**src/rtl/gpio_dbn_pkg.sv**
```systemverilog
package gpio_dbn_pkg;

  localparam int CODE_W    = 3;
  localparam int FIELD_W   = 4;
  localparam int TICKS_MAX = 30000;
  localparam int CNT_W     = $clog2(TICKS_MAX + 1);

  typedef logic [CODE_W-1:0] code_t;
  typedef logic [CNT_W-1:0]  ticks_t;

  // Standard code (0..6) to number of microsecond ticks.
  function automatic ticks_t code_to_ticks(input code_t idx);
    ticks_t t;
    case (idx)
      3'd0:    t = ticks_t'(1);
      3'd1:    t = ticks_t'(10);
      3'd2:    t = ticks_t'(100);
      3'd3:    t = ticks_t'(1000);
      3'd4:    t = ticks_t'(10000);
      3'd5:    t = ticks_t'(20000);
      3'd6:    t = ticks_t'(30000);
      default: t = ticks_t'(1);
    endcase
    return t;
  endfunction

  // A stored code is legal unless it is the reserved value of the layout.
  function automatic logic code_ok(input code_t c, input logic biased);
    return biased ? (c != 3'd0) : (c != 3'd7);
  endfunction

endpackage

```
**src/rtl/gpio_dbn_tick.sv**
```systemverilog
module gpio_dbn_tick #(
  parameter int DIV = 100
) (
  input  logic clk,
  input  logic rst_n,
  output logic tick
);

  generate
    if (DIV <= 1) begin : g_every
      logic unused_ok;
      assign unused_ok = clk ^ rst_n;
      assign tick = 1'b1;
    end else begin : g_count
      localparam int W = $clog2(DIV);
      logic [W-1:0] cnt_q, cnt_d;

      assign tick = (cnt_q == W'(DIV - 1));

      always_comb begin
        cnt_d = tick ? '0 : cnt_q + W'(1);
      end

      always_ff @(posedge clk or negedge rst_n) begin
        if (!rst_n) cnt_q <= '0;
        else        cnt_q <= cnt_d;
      end
    end
  endgenerate

endmodule

```
**src/rtl/gpio_dbn_cfg.sv**
```systemverilog
module gpio_dbn_cfg
  import gpio_dbn_pkg::*;
#(
  parameter int NUM_PINS  = 8,
  parameter bit CODE_BIAS = 1'b0,
  localparam int REG_W    = NUM_PINS * FIELD_W
) (
  input  logic                             clk,
  input  logic                             rst_n,
  input  logic                             we,
  input  logic [REG_W-1:0]                 wdata,
  output logic [REG_W-1:0]                 rdata,
  output logic [NUM_PINS-1:0][CODE_W-1:0]  code_o,
  output logic [NUM_PINS-1:0]              restart_o
);

  generate
    for (genvar g = 0; g < NUM_PINS; g++) begin : g_field
      code_t field_q, field_d, cand;
      logic  take;

      assign cand = wdata[g*FIELD_W +: CODE_W];
      assign take = we & wdata[g*FIELD_W + CODE_W] & code_ok(cand, CODE_BIAS);

      always_comb begin
        field_d = take ? cand : field_q;
      end

      always_ff @(posedge clk or negedge rst_n) begin
        if (!rst_n) field_q <= CODE_W'(CODE_BIAS);
        else        field_q <= field_d;
      end

      assign code_o[g]                    = field_q;
      assign restart_o[g]                 = take;
      assign rdata[g*FIELD_W +: FIELD_W]  = {1'b0, field_q};
    end
  endgenerate

endmodule

```
**src/rtl/gpio_dbn_pin.sv**
```systemverilog
module gpio_dbn_pin
  import gpio_dbn_pkg::*;
(
  input  logic   clk,
  input  logic   rst_n,
  input  logic   raw,
  input  logic   tick,
  input  logic   prime,
  input  logic   restart,
  input  ticks_t period,
  output logic   clean
);

  logic   s1_q, s2_q;
  logic   filt_q, filt_d;
  ticks_t cnt_q, cnt_d;

  always_comb begin
    filt_d = filt_q;
    cnt_d  = cnt_q;
    if (prime) begin
      filt_d = s2_q;
      cnt_d  = '0;
    end else if (restart || (s2_q == filt_q)) begin
      cnt_d  = '0;
    end else if (tick) begin
      if (cnt_q == period - ticks_t'(1)) begin
        filt_d = s2_q;
        cnt_d  = '0;
      end else begin
        cnt_d  = cnt_q + ticks_t'(1);
      end
    end
  end

  always_ff @(posedge clk or negedge rst_n) begin
    if (!rst_n) begin
      s1_q   <= 1'b0;
      s2_q   <= 1'b0;
      filt_q <= 1'b0;
      cnt_q  <= '0;
    end else begin
      s1_q   <= raw;
      s2_q   <= s1_q;
      filt_q <= filt_d;
      cnt_q  <= cnt_d;
    end
  end

  assign clean = filt_q;

endmodule

```
**src/rtl/gpio_debounce_bank.sv**
```systemverilog
module gpio_debounce_bank
  import gpio_dbn_pkg::*;
#(
  parameter int CLK_HZ    = 100_000_000,
  parameter int NUM_PINS  = 8,
  parameter bit CODE_BIAS = 1'b0,
  localparam int REG_W    = NUM_PINS * FIELD_W
) (
  input  logic                clk,
  input  logic                rst_n,
  input  logic                cfg_we,
  input  logic [REG_W-1:0]    cfg_wdata,
  output logic [REG_W-1:0]    cfg_rdata,
  input  logic [NUM_PINS-1:0] pin_raw,
  output logic [NUM_PINS-1:0] pin_clean
);

  localparam int DIV = (CLK_HZ / 1_000_000 < 1) ? 1 : CLK_HZ / 1_000_000;

  // Reset: asserted asynchronously, released after two clock edges.
  logic [1:0] rst_pipe_q;
  logic       sys_rst_n;

  always_ff @(posedge clk or negedge rst_n) begin
    if (!rst_n) rst_pipe_q <= '0;
    else        rst_pipe_q <= {rst_pipe_q[0], 1'b1};
  end
  assign sys_rst_n = rst_pipe_q[1];

  // Priming: the clean outputs copy the synchroniser until it has filled.
  logic [2:0] prime_q, prime_d;
  logic       prime;

  always_comb begin
    prime_d = {prime_q[1:0], 1'b1};
  end

  always_ff @(posedge clk or negedge sys_rst_n) begin
    if (!sys_rst_n) prime_q <= '0;
    else            prime_q <= prime_d;
  end
  assign prime = ~prime_q[2];

  logic                            tick;
  logic [NUM_PINS-1:0][CODE_W-1:0] code;
  logic [NUM_PINS-1:0]             restart;

  gpio_dbn_tick #(.DIV(DIV)) u_tick (
    .clk   (clk),
    .rst_n (sys_rst_n),
    .tick  (tick)
  );

  gpio_dbn_cfg #(.NUM_PINS(NUM_PINS), .CODE_BIAS(CODE_BIAS)) u_cfg (
    .clk       (clk),
    .rst_n     (sys_rst_n),
    .we        (cfg_we),
    .wdata     (cfg_wdata),
    .rdata     (cfg_rdata),
    .code_o    (code),
    .restart_o (restart)
  );

  generate
    for (genvar p = 0; p < NUM_PINS; p++) begin : g_pin
      code_t  idx;
      ticks_t period;

      assign idx    = code[p] - CODE_W'(CODE_BIAS);
      assign period = code_to_ticks(idx);

      gpio_dbn_pin u_pin (
        .clk     (clk),
        .rst_n   (sys_rst_n),
        .raw     (pin_raw[p]),
        .tick    (tick),
        .prime   (prime),
        .restart (restart[p]),
        .period  (period),
        .clean   (pin_clean[p])
      );
    end
  endgenerate

endmodule

```
**config.mk**
```make
export PLATFORM = sky130hd
export DESIGN_NAME = gpio_debounce_bank
export DESIGN_NICKNAME = d
export VERILOG_FILES = /design/src/rtl/gpio_dbn_pkg.sv /design/src/rtl/gpio_dbn_tick.sv /design/src/rtl/gpio_dbn_cfg.sv /design/src/rtl/gpio_dbn_pin.sv /design/src/rtl/gpio_debounce_bank.sv
export SDC_FILE = /design/constraint.sdc
export NUM_CORES = 1
export LEC_CHECK = 0
export ABC_AREA = 1
export BUFFER_PORTS_ARGS = -buffer_cell sky130_fd_sc_hd__buf_4
export CELL_PAD_IN_SITES_DETAIL_PLACEMENT = 1
export CELL_PAD_IN_SITES_GLOBAL_PLACEMENT = 1
export CORE_AREA = 8 8 177 162
export CTS_BUF_LIST = sky130_fd_sc_hd__clkbuf_4 sky130_fd_sc_hd__clkbuf_8
export DETAILED_ROUTE_END_ITERATION = 7
export DIE_AREA = 0 0 185 170
export PLACE_DENSITY_LB_ADDON = 0.1
export SYNTH_ARGS = -nofsm -noshare
export SYNTH_HDL_FRONTEND = slang
export SYNTH_SLANG_ARGS = --single-unit
export TNS_END_PERCENT = 100
```
**constraint.sdc**
```tcl
create_clock -name clk -period 14.9 [get_ports clk]
set_input_delay 1.49 -clock clk [delete_from_list [all_inputs] [get_ports clk]]
set_output_delay 1.49 -clock clk [all_outputs]
set_load 0.01 [all_outputs]
```
# Word level (Yosys, flattened, before mapping)
# Index checks and enable logic that the tools add are counted.
dict set report classes {
  n_addsub 17
  eq_ne 98
  mux 73
  n_bitwise 16
  n_reduce_logical 16
}
# operator count
set ops {}
lappend ops {{$pmux W15 S6} 8}
lappend ops {{$mux W15} 32}
lappend ops {{$add A15 B1 Y15 const B} 8}
lappend ops {{$eq A15 B15 Y1} 8}
lappend ops {{$sub A15 B1 Y15 const B} 8}
lappend ops {{$eq A3 B3 Y1 const B} 24}
lappend ops {{$eq A3 B2 Y1 const B} 16}
lappend ops {{$mux W1} 32}
lappend ops {{$eq A3 B1 Y1 const B} 8}
lappend ops {{$ne A3 B1 Y1 const B} 8}
lappend ops {{$ne A3 B3 Y1 const B} 8}
lappend ops {{$reduce_and A3 Y1} 8}
lappend ops {{$ne A2 B1 Y1 const B} 9}
lappend ops {{$and A1 B1 Y1} 16}
lappend ops {{$ne A2 B2 Y1 const B} 8}
lappend ops {{$eq A1 B1 Y1} 8}
lappend ops {{$logic_or A1 B1 Y1} 8}
lappend ops {{$add A7 B1 Y7 const B} 1}
lappend ops {{$eq A7 B7 Y1 const B} 1}
lappend ops {{$mux W7} 1}
dict set report word_totals {
  ff_bits 180
  out_inout_bits 40
  input_bits 43
  elab_cells 263
}

# Logic depth before layout (Yosys ltp)
# Gate-level depths: netlist (run 1).
dict set report depth {
  word_depth 8
  mapped_depth 13
  depth_no_buf 13
}

# By module
# From an unflattened synthesis (run 1), not the netlist that was laid out.
dict set report hier_totals {
  cells_unflattened 2662
  hier_area_um2 17147.7
}
# mod instances seq_area_each_um2 area_per_inst_um2 cells_per_inst
set by_module_without_submodules {}
lappend by_module_without_submodules {gpio_dbn_pin 8 450.4 1800.5 278}
lappend by_module_without_submodules {gpio_dbn_cfg 1 600.6 1396.3 178}
lappend by_module_without_submodules {gpio_debounce_bank 1 125.1 985.9 218}
lappend by_module_without_submodules {gpio_dbn_tick 1 175.2 361.6 42}

# Worst setup path after synthesis (run 1)
# No wires, ideal clock.
dict set report synth_timing {
  path_type {input-to-reg}
  from {input port cfg_we}
  to {register g_pin[7].u_pin.cnt_q[6]}
  cell_stages 11
  setup_slack_ns 12.205
  arrival_ns 2.621
  required_ns 14.826
  path_buffers 2
  setup_ns 0.074
  path_cell_list {buf_6 > nand2_2 > nor2_1 > nor2_1 > nand2_1 > nor2_2 > inv_1 > nor2_4 > nand2_2 > buf_6 > o21ai_2}
}
dict set report synth_via {
  elab_chain_cells 5
  word_cells_on_any_way 6
  classes_between {eq/ne: 1; mux: 2; bitwise: 2; reduce/logical: 1}
}
# item line
set synth_lines {}
lappend synth_lines {{from (decl)} gpio_debounce_bank.sv:11} ;# input logic cfg_we,
lappend synth_lines {{$and A1 B1 Y1 (*) (2 in a row)} gpio_dbn_cfg.sv:23} ;# assign take = we & wdata[g*FIELD_W + CODE_W] & code_ok(cand, CODE_BIAS);
lappend synth_lines {{$logic_or A1 B1 Y1 (*)} gpio_dbn_pin.sv:24} ;# end else if (restart || (s2_q == filt_q)) begin
lappend synth_lines {{$mux W15} gpio_dbn_pin.sv:24}
lappend synth_lines {{$mux W15} gpio_dbn_pin.sv:21} ;# if (prime) begin
lappend synth_lines {{to (signal assigned)} gpio_dbn_pin.sv:46} ;# cnt_q <= cnt_d;
lappend synth_lines {{to (decl)} gpio_dbn_pin.sv:16} ;# ticks_t cnt_q, cnt_d;
# Every way passes the cells marked *; elsewhere a longest branch is shown, timed or not.
# A chain may end at the register's enable or synchronous reset.

# Worst setup path in the final report (run 1)
dict set report layout_timing {
  from {input port cfg_we}
  to {register g_pin[2].u_pin.cnt_q[5]}
}
dict set report layout_via {
  elab_chain_cells 5
  word_cells_on_any_way 6
  classes_between {eq/ne: 1; mux: 2; bitwise: 2; reduce/logical: 1}
}
# item line
set layout_lines {}
lappend layout_lines {{$and A1 B1 Y1 (*) (2 in a row)} gpio_dbn_cfg.sv:23}
lappend layout_lines {{$logic_or A1 B1 Y1 (*)} gpio_dbn_pin.sv:24}
lappend layout_lines {{$mux W15} gpio_dbn_pin.sv:24}
lappend layout_lines {{$mux W15} gpio_dbn_pin.sv:21}
lappend layout_lines {{to (signal assigned)} gpio_dbn_pin.sv:46}
lappend layout_lines {{to (decl)} gpio_dbn_pin.sv:16}
# Marks and branches as above.

==> results of run 1 <==
[state kept, by name (all words and copies together), names as in the netlist]
name,cells
g_pin.u_pin.clean,8
g_pin.u_pin.cnt_q,120
g_pin.u_pin.s1_q,8
g_pin.u_pin.s2_q,8
prime_q,3
rst_pipe_q,2
u_cfg.g_field.field_q,24
u_tick.g_count.cnt_q,7
[report_power, final]
group	switching, mW	internal, mW
registers	0.0424	0.509
logic	0.206	0.104
clock network	0.211	0.124
total	0.459	0.737
[cell type report]
class                      count  area, sq um
sequential                   180         4510
clock buffer                  17          234
tap                          348          435
clock inverter                14          140
multi-input combinational   1416         7080
timing repair buffer          77          578
fill                        3466        12000
inverter                     189          712
[metal layers]
layer	global-route usage [%]	wire length (um)	part of all wire [%]	vias to the layer above
met3	3.99	1390	3.7	49
met4	6.78	648	1.7	0
met2	42.4	18400	49	212
li1	-	-	-	5982
met5	0	0	0	-
met1	32.2	17500	46	6067
[worst max-delay path, stage by stage]
cell                      delay (ns)
sky130_fd_sc_hd__buf_4          0.19
sky130_fd_sc_hd__nand2_1        0.15
sky130_fd_sc_hd__nor2_1         0.07
sky130_fd_sc_hd__nor2_1         0.21
sky130_fd_sc_hd__nand2_1        0.11
sky130_fd_sc_hd__nor2_1         0.90
sky130_fd_sc_hd__nand2_1        0.12
sky130_fd_sc_hd__o21ai_1        0.15
[through the flow]
stage | setup slack (ns) | hold WS, ns | area [sq um] | util (%) | power, mW
floorplan | 9.51 | 0.331 | 12700 | - | 0.780
global placement | 11.56 | 0.261 | 13300 | 51.9 | 0.857
detailed placement | 11.36 | 0.264 | 13300 | 51.9 | 0.870
CTS | 11.88 | 0.276 | 13700 | 53.4 | 1.21
global route | 11.74 | 0.296 | 13700 | 53.4 | 1.27
finish | 11.88 | 0.262 | 13700 | 53.4 | 1.20
[cells in the mapped netlist, drive strengths merged (9+ instances only)]
master,count,area share (%)
xnor2,9,0.62
ha,9,0.89
xor2,91,6.3
clkbuf,9,0.29
nand4,68,3.4
dfrtp,180,36
nand2,614,19
nand3,183,7.8
nor3,48,2.2
buf,49,2.8
nor2,191,6.3
o21ai,116,5.7
inv,189,5.6
a21oi,50,2.1
nand3b,11,0.65
[how the worst max path moves through the flow]
| stage | from | endpoint | cells past startpoint | slack, ns |
|---|---|---|---|---|
| 2_1_floorplan | rst_pipe_q[1] | g_pin[0].u_pin.clean | 0 | 9.51 |
| 3_3_place_gp | cfg_we | g_pin[4].u_pin.cnt_q[0] | 8 | 11.56 |
| 3_5_place_dp | cfg_we | g_pin[2].u_pin.cnt_q[7] | 8 | 11.36 |
| 4_1_cts | cfg_we | g_pin[2].u_pin.cnt_q[7] | 8 | 11.88 |
| 5_1_grt | cfg_we | g_pin[2].u_pin.cnt_q[5] | 8 | 11.74 |
| 6_report | cfg_we | g_pin[2].u_pin.cnt_q[5] | 8 | 11.88 |
[logic make-up (layout without fill, tap and decap cells)]
kind of cell | count (synthesis) | after routing | share of synthesized area (%)
flip-flops | 180 | 180 | 35.6
adder cells (fa/ha/maj) | 9 | 9 | 0.890
buffers and inverters | 247 | 297 | 8.68
XOR/XNOR | 100 | 100 | 6.92
AND/OR/NAND/NOR | 1126 | 1126 | 39.8
AO/OA/AOI/OAI | 171 | 171 | 8.04
other | 2 | 10 | 0.0593
==> out/summary.md, run 1 <==
### Outcome
• **run status** complete, no violations

### Placed design
• **number of port buffers** 74
• **Placed Instances** 2210
• **detailed-placement wirelength estimate** 28900 um
• **routability congestion estimate from global placement** 0.898

### Hold path
• **type of the most critical hold path** register to async pin

### GRT
• **wire length of the first global-routing pass** 64200 um
• **maximum number of pins on one net before global-route repair** 79
• **via count of the first global-routing pass** 13000
• **GRT Resource Usage Total** 24.8%
• **antenna violations before repair** 1
• **Remaining Overflow, GRT** 0

### Routing
• **vias** 12300
• **Avg WL per Cell** 16.9 um
• **iteration-0 DRC count of the detailed router** 667
• **number of vias per cell after detailed routing** 5.49
• **overall routed net length** 37900 um
• **Pre-antenna DRT Iters** 5
• **number of design rule violations left after detail routing** 0
• **ANT nets after route** 0

### Final layout
• **highest-count cells in the layout ignoring fill and taps** sky130_fd_sc_hd__nand2_1, sky130_fd_sc_hd__dfrtp_1, sky130_fd_sc_hd__nand3_1
• **Cell Count, Final, Fillers Out** 2241
• **Syn-to-layout area delta** 8.19%
• **fin nets** 1933
• **ratio of cells with drive above 1 in the final layout** 12.7%
• **commonest non-fill, non-tap cell in the layout** sky130_fd_sc_hd__nand2_1
• **number of inserted diodes** 0

### Worst setup path
• **flop-to-flop setup slack** 12.21 ns
• **signal arrival time at the worst endpoint** 3.42 ns
• **count of cells along the worst register-to-register path** 11
• **Worst Path Max Fanout** 15
• **critical path class** input port to register
• **Worst Setup Start Kind** input port
• **Critical Path Sink Type** register
• **R2R Path Start** u_tick.g_count.cnt_q[0]
• **capture point of the worst reg-to-reg path** g_pin[7].u_pin.cnt_q[0]
• **Data required, critical path** 15.29 ns

### Floorplanning
• **Die Span Y** 170 um
• **Die Wd** 185 um
• **Initial Utilization** 49.3%
• **io pins** 83
• **Die Outline Area** 0.0315 sq mm
• **area of the core region** 0.0256 sq mm
• **FP Rows** 56

### Clocking
• **number of CTS-inserted buffers** 17
• **TritonCTS clock tree** built
• **# hold bufs at CTS** 0
• **Setup Fix Bufs, Post-CTS** 0
• **CTS Buffer Depth** 2
• **clock slew seen by the registers of the worst setup and hold paths** 0.11 ns
• **CTS Root Buffer Type** sky130_fd_sc_hd__clkbuf_8
• **Max H-tree Level** 4
• **CTS sink count** 180
• **clock insertion delay at the later pin of the skew report** 0.49 ns
• **count of instances resized after the clock tree is built** 0

### Timing
• **portion of the clock cycle consumed by the worst path in the final layout** 20.3%
• **Max transition margin** 21.4%
• **final hold violations** 0
• **Final Critical Period** 3.02 ns
• **unrepaired setup endpoints after global routing** no
• **final setup fails** 0
• **number of max-slew violations in the final report** 0
• **Total Neg Setup Slack** 0 ns
• **worst clock skew on the final layout** 0.0253 ns
• **Slew @ Worst Pin** 1.17 ns
• **Max Freq** 331 MHz

### Logic synthesis
• **sequential share of the synthesized area** 35.6%
• **post-synthesis average cell area** 6.90 sq um
• **mapped cell area** 0.0127 sq mm
• **Ys Warns** 0
• **fraction of synthesis flops using an asynchronous set or reset pin** 100%
• **number of register bits inferred by synthesis** 180
• **Most used DFF post-synth** sky130_fd_sc_hd__dfrtp_1
• **distinct cell type count of the synthesized netlist** 40
• **Cells after Synth** 1835
• **Post-synth EDFFs** 0

### Run
• **max-capacitance violation count** 0

### Power
• **maximum resistive drop on vdd** 61.2 uV
• **power density over the cells** 87.4 mW/mm^2
• **standby leakage power** 6.34 nW

Power figures use the tool's default switching activity.
==> run 2: changes to the inputs <==
--- a/config.mk
+++ b/config.mk
@@ -9,10 +9,10 @@
 export BUFFER_PORTS_ARGS = -buffer_cell sky130_fd_sc_hd__buf_4
 export CELL_PAD_IN_SITES_DETAIL_PLACEMENT = 1
 export CELL_PAD_IN_SITES_GLOBAL_PLACEMENT = 1
-export CORE_AREA = 8 8 177 162
+export CORE_AREA = 8 8 192 176
 export CTS_BUF_LIST = sky130_fd_sc_hd__clkbuf_4 sky130_fd_sc_hd__clkbuf_8
 export DETAILED_ROUTE_END_ITERATION = 7
-export DIE_AREA = 0 0 185 170
+export DIE_AREA = 0 0 200 184
 export PLACE_DENSITY_LB_ADDON = 0.1
 export SYNTH_ARGS = -nofsm -noshare
 export SYNTH_HDL_FRONTEND = slang
==> constraint.sdc (replaced) <==
create_clock -name clk -period 2.58 [get_ports clk]
set_input_delay 0.258 -clock clk [delete_from_list [all_inputs] [get_ports clk]]
set_output_delay 0.258 -clock clk [all_outputs]
set_load 0.01 [all_outputs]
==> run 2 against run 1 <==
Design area grew 2.3%. Critical path depth unchanged. Flip-flop and latch count is the same. Critical path type is now register to register.
==> out/summary.md, run 2 (synthesis results as in run 1) <==
### Outcome
• **run status** complete, no violations

### Timing
• **worst clock skew on the final layout** 0.0207 ns
• **number of max-slew violations in the final report** 0
• **final hold violations** 0
• **Setup WS post-layout** 0.105 ns
• **final setup fails** 0
• **hold_ws** 0.0255 ns
• **Max transition margin** 26.0%
• **portion of the clock cycle consumed by the worst path in the final layout** 95.9%
• **Slew @ Worst Pin** 1.11 ns
• **Max Freq** 404 MHz
• **unrepaired setup endpoints after global routing** yes
• **Final Critical Period** 2.47 ns

### Placed design
• **routability congestion estimate from global placement** 0.878
• **detailed-placement wirelength estimate** 29300 um
• **number of port buffers** 74
• **dpl ws** 0.162 ns

### Worst setup path
• **capture point of the worst reg-to-reg path** g_pin[5].u_pin.cnt_q[4]
• **Cell Chain, Critical Path** ha_1 > nand2_1 > nor2_2 > nand3_4 > nand2_2 > nor2_1 > nand2_1 > o21ai_2
• **signal arrival time at the worst endpoint** 2.89 ns
• **Data required, critical path** 2.99 ns
• **count of cells along the worst register-to-register path** 8
• **Worst Path Max Fanout** 15
• **library cell contributing the largest single delay on the critical path** sky130_fd_sc_hd__nor2_1
• **Worst Setup Start Kind** register
• **most repeated library cell on the critical path** sky130_fd_sc_hd__nand2_1
• **Critical Path Sink Type** register
• **flop-to-flop setup slack** 0.11 ns
• **critical path class** register to register
• **R2R Path Start** u_tick.g_count.cnt_q[0]
• **CP peak stage delay** 0.93 ns

### Final layout
• **layout filler cell count** 3993
• **number of inserted diodes** 0
• **ratio of cells with drive above 1 in the final layout** 13.0%
• **Largest register FFs** 120
• **fin nets** 1952
• **commonest non-fill, non-tap cell in the layout** sky130_fd_sc_hd__nand2_1
• **most flop-heavy register** g_pin.u_pin.cnt_q
• **Syn-to-layout area delta** 10.7%
• **leading registers by flop count** g_pin.u_pin.cnt_q (120), u_cfg.g_field.field_q (24)
• **highest-count cells in the layout ignoring fill and taps** sky130_fd_sc_hd__nand2_1, sky130_fd_sc_hd__dfrtp_1, sky130_fd_sc_hd__nand3_1

### Routing
• **number of vias per cell after detailed routing** 5.23
• **vias** 12100
• **Avg WL per Cell** 16.3 um
• **overall routed net length** 37800 um
• **Pre-antenna DRT Iters** 5
• **iteration-0 DRC count of the detailed router** 580
• **number of design rule violations left after detail routing** 0
• **top metal layer carrying routed signals** met4
• **met2 routed WL** 17400 um
• **met3 WL post-DR** 1470 um
• **ANT nets after route** 0
• **Met1 Routed Length** 18400 um

### Hold path
• **Min-Delay Path Depth** 3
• **Min-Delay Endpoint** u_cfg.g_field[2].field_q[2]
• **type of the most critical hold path** input port to register
• **hold path start** cfg_wdata[10]

### Power
• **standby leakage power** 6.45 nW
• **Pwr Total** 7.04 mW
• **power density over the cells** 503 mW/mm^2
• **maximum resistive drop on vdd** 324 uV

### Floorplanning
• **FP Rows** 61
• **io pins** 83
• **Initial Utilization** 41.6%
• **Die Wd** 200 um
• **Die Span Y** 184 um
• **area of the core region** 0.0305 sq mm
• **Die Outline Area** 0.0368 sq mm

### Clocking
• **Max H-tree Level** 4
• **CTS Root Buffer Type** sky130_fd_sc_hd__clkbuf_8
• **TritonCTS clock tree** built
• **Setup Fix Bufs, Post-CTS** 0
• **number of CTS-inserted buffers** 17
• **CTS sink count** 180
• **clock insertion delay at the later pin of the skew report** 0.49 ns
• **CTS Buffer Depth** 2
• **clock slew seen by the registers of the worst setup and hold paths** 0.11 ns

### GRT
• **maximum number of pins on one net before global-route repair** 52
• **antenna violations before repair** 0
• **Remaining Overflow, GRT** 0
• **wire length of the first global-routing pass** 64500 um
• **GRT Resource Usage Total** 21.3%
• **via count of the first global-routing pass** 12700

### Run
• **max-capacitance violation count** 0

==> run 2: cell count changes in the layout (fill, tap and decap cells not counted), sizes merged <==
cell,change
dlygate4sd3,+13
bufinv,+1
clkinvlp,+1
inv,-1
buf,+6
==> run 2: cell type report <==
type	instances	area, sq um	area share, %
tap	409	512	3.65
timing repair buffer	96	791	5.65
inverter	189	712	5.08
multi-input combinational	1416	7080	50.6
clock buffer	17	234	1.67
sequential	180	4510	32.2
clock inverter	15	164	1.17
==> run 2: how the worst max path moves through the flow <==
stage | end | from | depth (start not counted)
after global routing | g_pin[5].u_pin.cnt_q[3] | u_tick.g_count.cnt_q[0] | 8
after CTS | g_pin[5].u_pin.cnt_q[4] | u_tick.g_count.cnt_q[0] | 8
after detailed placement | g_pin[4].u_pin.cnt_q[6] | u_tick.g_count.cnt_q[0] | 8
final | g_pin[5].u_pin.cnt_q[4] | u_tick.g_count.cnt_q[0] | 8
after global placement | g_pin[5].u_pin.cnt_q[0] | u_tick.g_count.cnt_q[0] | 8
after floorplan | g_pin[0].u_pin.clean | rst_pipe_q[1] | 0
==> run 2: timing repair <==
item,in CTS,in global routing
hold buffers,13,0
resized for setup,0,1
endpoints found under the hold margin,14,0
setup endpoints to repair,0,35
==> run 2: per-layer routing <==
metal,vias to the layer above,GRT usage [%]
met5,-,0
li1,6017,-
met3,37,3.59
met4,0,4.50
met2,180,34.3
met1,5911,29.5
==> run 2: per-stage QoR <==
stage          utilization [%]  std cells  instance area [sq um]  setup TNS (ns)
2_1_floorplan                -       1843                  12700               0
3_3_place_gp              44.3       2277                  13500               0
3_5_place_dp              44.3       2277                  13500               0
4_1_cts                   46.0       2322                  14000               0
5_1_grt                   46.0       2322                  14000          -0.696
6_report                  46.0       2322                  14000               0
==> run 2: power breakdown <==
group | switching [mW] | total (mW) | internal [mW] | leakage, nW
combinational | 1.19 | 1.81 | 0.626 | 3.89
clock | 1.23 | 2.04 | 0.808 | 0.198
sequential | 0.252 | 3.19 | 2.94 | 2.36
total | 2.67 | 7.04 | 4.37 | 6.45
==> run 2: critical path: cells and delay by family (launching register included) <==
family,cells,cell delay (ns)
AND/OR/NAND/NOR,6,1.65
flip-flops,1,0.41
adder cells (fa/ha/maj),1,0.22
AO/OA/AOI/OAI,1,0.12
